### src/rtl/wheel_speed_counter.sv
module wheel_speed_counter #(
  parameter int DATA_W         = 32,
  parameter int CNT_W          = 32,
  parameter int ADDR_W         = 2,
  parameter int DEFAULT_WINDOW = 62_500_000
) (
  input  logic              clk,
  input  logic              rst_n,
  input  logic              sensor_in,
  input  logic [ADDR_W-1:0] bus_addr,
  input  logic              bus_wr,
  input  logic              bus_rd,
  input  logic [DATA_W-1:0] bus_wdata,
  output logic [DATA_W-1:0] bus_rdata
);
  localparam logic [ADDR_W-1:0] REG_COUNT  = ADDR_W'(0);
  localparam logic [ADDR_W-1:0] REG_STATUS = ADDR_W'(1);
  localparam logic [ADDR_W-1:0] REG_WINDOW = ADDR_W'(2);
  localparam logic [CNT_W-1:0]  CNT_FULL   = '1;

  logic [2:0]        sync_q;
  logic [DATA_W-1:0] win_q, tmr_q;
  logic [CNT_W-1:0]  cnt_q, lat_q;
  logic              ovf_run_q, ovf_lat_q, valid_q;

  wire rise   = sync_q[1] & ~sync_q[2];
  wire wr_win = bus_wr && bus_addr == REG_WINDOW;
  wire rd_cnt = bus_rd && bus_addr == REG_COUNT;
  wire at_end = (win_q <= DATA_W'(1)) || (tmr_q >= win_q - DATA_W'(1));
  wire sample = at_end && !wr_win;
  wire restart = sample || wr_win;

  always_ff @(posedge clk or negedge rst_n)
    if (!rst_n) sync_q <= '0;
    else        sync_q <= {sync_q[1:0], sensor_in};

  always_ff @(posedge clk or negedge rst_n)
    if (!rst_n) begin
      win_q <= DATA_W'(DEFAULT_WINDOW);
      tmr_q <= '0;
    end else begin
      if (wr_win) win_q <= bus_wdata;
      tmr_q <= restart ? '0 : tmr_q + DATA_W'(1);
    end

  always_ff @(posedge clk or negedge rst_n)
    if (!rst_n) begin
      cnt_q     <= '0;
      ovf_run_q <= 1'b0;
    end else if (restart) begin
      cnt_q     <= CNT_W'(rise);
      ovf_run_q <= 1'b0;
    end else if (rise) begin
      if (cnt_q == CNT_FULL) ovf_run_q <= 1'b1;
      else                   cnt_q     <= cnt_q + CNT_W'(1);
    end

  always_ff @(posedge clk or negedge rst_n)
    if (!rst_n) begin
      lat_q     <= '0;
      ovf_lat_q <= 1'b0;
      valid_q   <= 1'b0;
    end else begin
      if (sample) begin
        lat_q     <= cnt_q;
        ovf_lat_q <= ovf_run_q;
      end
      if (sample)      valid_q <= 1'b1;
      else if (rd_cnt) valid_q <= 1'b0;
    end

  always_comb
    case (bus_addr)
      REG_COUNT:  bus_rdata = DATA_W'(lat_q);
      REG_STATUS: bus_rdata = {{(DATA_W-2){1'b0}}, ovf_lat_q, valid_q};
      REG_WINDOW: bus_rdata = win_q;
      default:    bus_rdata = '0;
    endcase
endmodule


### config.mk
export PLATFORM = sky130hd
export DESIGN_NAME = wheel_speed_counter
export DESIGN_NICKNAME = d
export VERILOG_FILES = /design/src/rtl/wheel_speed_counter.sv
export SDC_FILE = /design/constraint.sdc
export NUM_CORES = 1
export LEC_CHECK = 0
export ABC_AREA = 1
export BUFFER_PORTS_ARGS = -buffer_cell sky130_fd_sc_hd__buf_2
export CORE_MARGIN = 3
export CORE_UTILIZATION = 42
export DETAILED_ROUTE_END_ITERATION = 16
export REMOVE_ABC_BUFFERS = 1
export SLEW_MARGIN = 20
export SYNTH_ARGS = -nofsm -noshare
export SYNTH_HDL_FRONTEND = slang
export SYNTH_SLANG_ARGS = --single-unit
### constraint.sdc
create_clock -name clk -period 6 [get_ports clk]
set_input_delay 0.6 -clock clk [delete_from_list [all_inputs] [get_ports clk]]
set_output_delay 0.6 -clock clk [all_outputs]
set_load 0.01 [all_outputs]
==> out/metrics.yaml <==
status: "completed"
end_kind: "flop"
root_buffer: "clkbuf_16"
firstDrtPassIters: 5
dr_wl_met2_um: 10100
track_usage_pct: 20.2
peakVddDrop_uv: 201
wl_per_cell_um: 14.9
dpl_worst_slack_ns: 1.89
setup_viol: 0
synth_cell_types: 38
drive_gt1_share_pct: 15.5
whs_ns: 0.189
via_per_inst: 4.96
ant_nets: 0
crit_type: "flop to flop"
crit_fanout: 45
antenna-diode-count: 0
p_leak_nw: 4.44
wirelength_met1_um: 9600
worst_setup_path_start_kind: "flop"
clk_latency_ns: 0.44
rr_worst_depth: 21
min_period_over_period_pct: 68.4
coreArea_um2: 19000
nets: 1211
io_buffers: 70
fin_ws_ns: 1.89
dieArea_um2: 21200
skew_ns: 0.0106
h-tree-depth: 4
rrSetupSlack_ns: 1.89
slew_headroom_pct: 36.9
synthCells: 1070
p_per_area_nw_per_um2: 260
cts_tree: "yes"
area_growth_pct: 14.0
clockBufferDepth: 2
gp_congestion: 0.891
start_util_pct: 43.2
finalMaxSlewViolations: 0
rows: 50
cts_hold_buffers: 0
fin_cells: 1409
max_freq_mhz: 243
drc: 0
die_x_um: 146
dp_hpwl_um: 15600
overflow: 0
grt_pass1_vias: 6883
hold_viol_final: 0
hold_class: "input port to asynchronous set/reset pin"
fin_crit_ns: 4.11
ios: 71
clkSinkCount: 134
synth-seq-cells: 134
antenna_found_initial: 0
dr_wl_met3_um: 703
num_vias: 6988
avgSynthCellArea_um2: 7.66
highest_layer: "met4"
cp.arrival_ns: 4.45
cts_resized: 0
yosysWarningCount: 0
clk_pin_slew_ns: 0.06
layout_commonest_cell: "nand2_1"
numCtsBuffers: 17
drt-total-wl_um: 21000
setup-tns-final_ns: 0
utilization_pct: 49.3
dp_cells: 1377
die_h_um: 146
final_cell_mix: "256 x nand2_1, 172 x nor2_1, 121 x dfrtp_1, 113 x inv_1, 69 x buf_2"
drv_cap: 0
fill_cells: 1874
r2r-start: "win_q[3]$_DFFE_PN0P_"
grt_setup_unrepaired: "false"
grt_max_degree: 75
drt_iter0_drc: 330
tightest_slew_ns: 0.943
ys_seq_area_share_pct: 41.1
synth_area_um2: 8200
r2r-end: "lat_q[21]$_DFFE_PN0P_"
grt_pass1_wl_um: 34600
cp.required_ns: 6.34
cts_setup_buffers: 0
-- synth_stat cells (all sizes together) --
master | n | area [µm²]
a21o | 3 | 22.5
a21oi | 45 | 229
a22o | 8 | 70.1
buf | 18 | 130
clkbuf | 11 | 41.3
dfrtp | 121 | 3030
dfstp | 13 | 342
ha | 36 | 450
inv | 115 | 432
mux2 | 8 | 90.1
nand2 | 264 | 1020
nand3 | 51 | 255
nand3b | 1 | 7.51
nand4 | 23 | 150
nor2 | 181 | 723
nor3 | 39 | 211
nor3b | 1 | 7.51
nor4 | 6 | 37.5
o211ai | 3 | 22.5
o21ai | 63 | 405
or2 | 3 | 18.8
xnor2 | 10 | 87.6
xor2 | 47 | 412
-- through the flow --
step | cell area [µm²] | total power, mW
2_1_floorplan | 8030 | 1.27
3_3_place_gp | 8760 | 1.39
3_5_place_dp | 8760 | 1.40
4_1_cts | 9340 | 2.46
5_1_grt | 9340 | 2.55
6_report | 9340 | 2.43
-- state kept, by name (all words and copies together) (netlist names) --
register and flops:
cnt_q 32, lat_q 32, ovf_lat_q 1, ovf_run_q 1, sync_q 3, tmr_q 32
valid_q 1, win_q 32
-- worst max-delay path by stage --
stage | from | end | slack (ns)
3_3_place_gp | win_q[2]$_DFFE_PN0P_ | lat_q[21]$_DFFE_PN0P_ | 1.96
4_1_cts | win_q[3]$_DFFE_PN0P_ | lat_q[21]$_DFFE_PN0P_ | 1.84
5_1_grt | win_q[2]$_DFFE_PN0P_ | lat_q[24]$_DFFE_PN0P_ | 1.43
2_1_floorplan | win_q[3]$_DFFE_PN0P_ | tmr_q[13]$_DFF_PN0_ | 2.06
6_report | win_q[3]$_DFFE_PN0P_ | lat_q[21]$_DFFE_PN0P_ | 1.89
3_5_place_dp | win_q[3]$_DFFE_PN0P_ | lat_q[21]$_DFFE_PN0P_ | 1.89
-- worst max-delay path, stage by stage (launching register included) --
cell	delay, ns
dfrtp_1	0.45
nor2_4	0.18
nand2_1	0.07
nor2_1	0.15
nand2_1	0.12
inv_2	0.09
nand2_2	0.10
nor3_4	0.19
nand2_1	0.12
nor2_1	0.13
xor2_1	0.15
ha_1	0.27
a21oi_1	0.15
o21ai_0	0.09
nor2_1	0.11
nand2_1	0.08
nor2_2	0.17
nand2_2	0.10
nand2_2	0.70
buf_4	0.41
nand2_1	0.10
o21ai_2	0.06
-- routing by layer --
| layer | vias to the layer above | global-route usage, % |
|---|---|---|
| met5 | - | 0 |
| met4 | 0 | 8.12 |
| met3 | 43 | 3.61 |
| met2 | 127 | 33.3 |
| met1 | 3242 | 26.4 |
| li1 | 3576 | - |
-- power breakdown --
part | internal [mW] | total [mW] | switching (mW)
Clock | 0.615 | 1.05 | 0.432
Sequential | 0.973 | 1.04 | 0.0694
Combinational | 0.126 | 0.340 | 0.215
-- cell type report --
class | instances | area (µm²) | area share, %
timing repair buffer | 76 | 402 | 4.30
clock inverter | 14 | 151 | 1.62
sequential | 134 | 3370 | 36.1
clock buffer | 18 | 429 | 4.59
tap | 260 | 325 | 3.48
inverter | 115 | 432 | 4.62
multi-input combinational | 792 | 4230 | 45.3
-- kinds of logic after synthesis --
group	synth area share, %
AO/OA/AOI/OAI	9.14
XOR/XNOR	6.09
adder cells (fa/ha/maj)	5.50
buffers and inverters	7.36
flip-flops	41.1
multiplexers	1.10
AND/OR/NAND/NOR	29.7
Note: power is estimated with default switching activity, not from simulation.
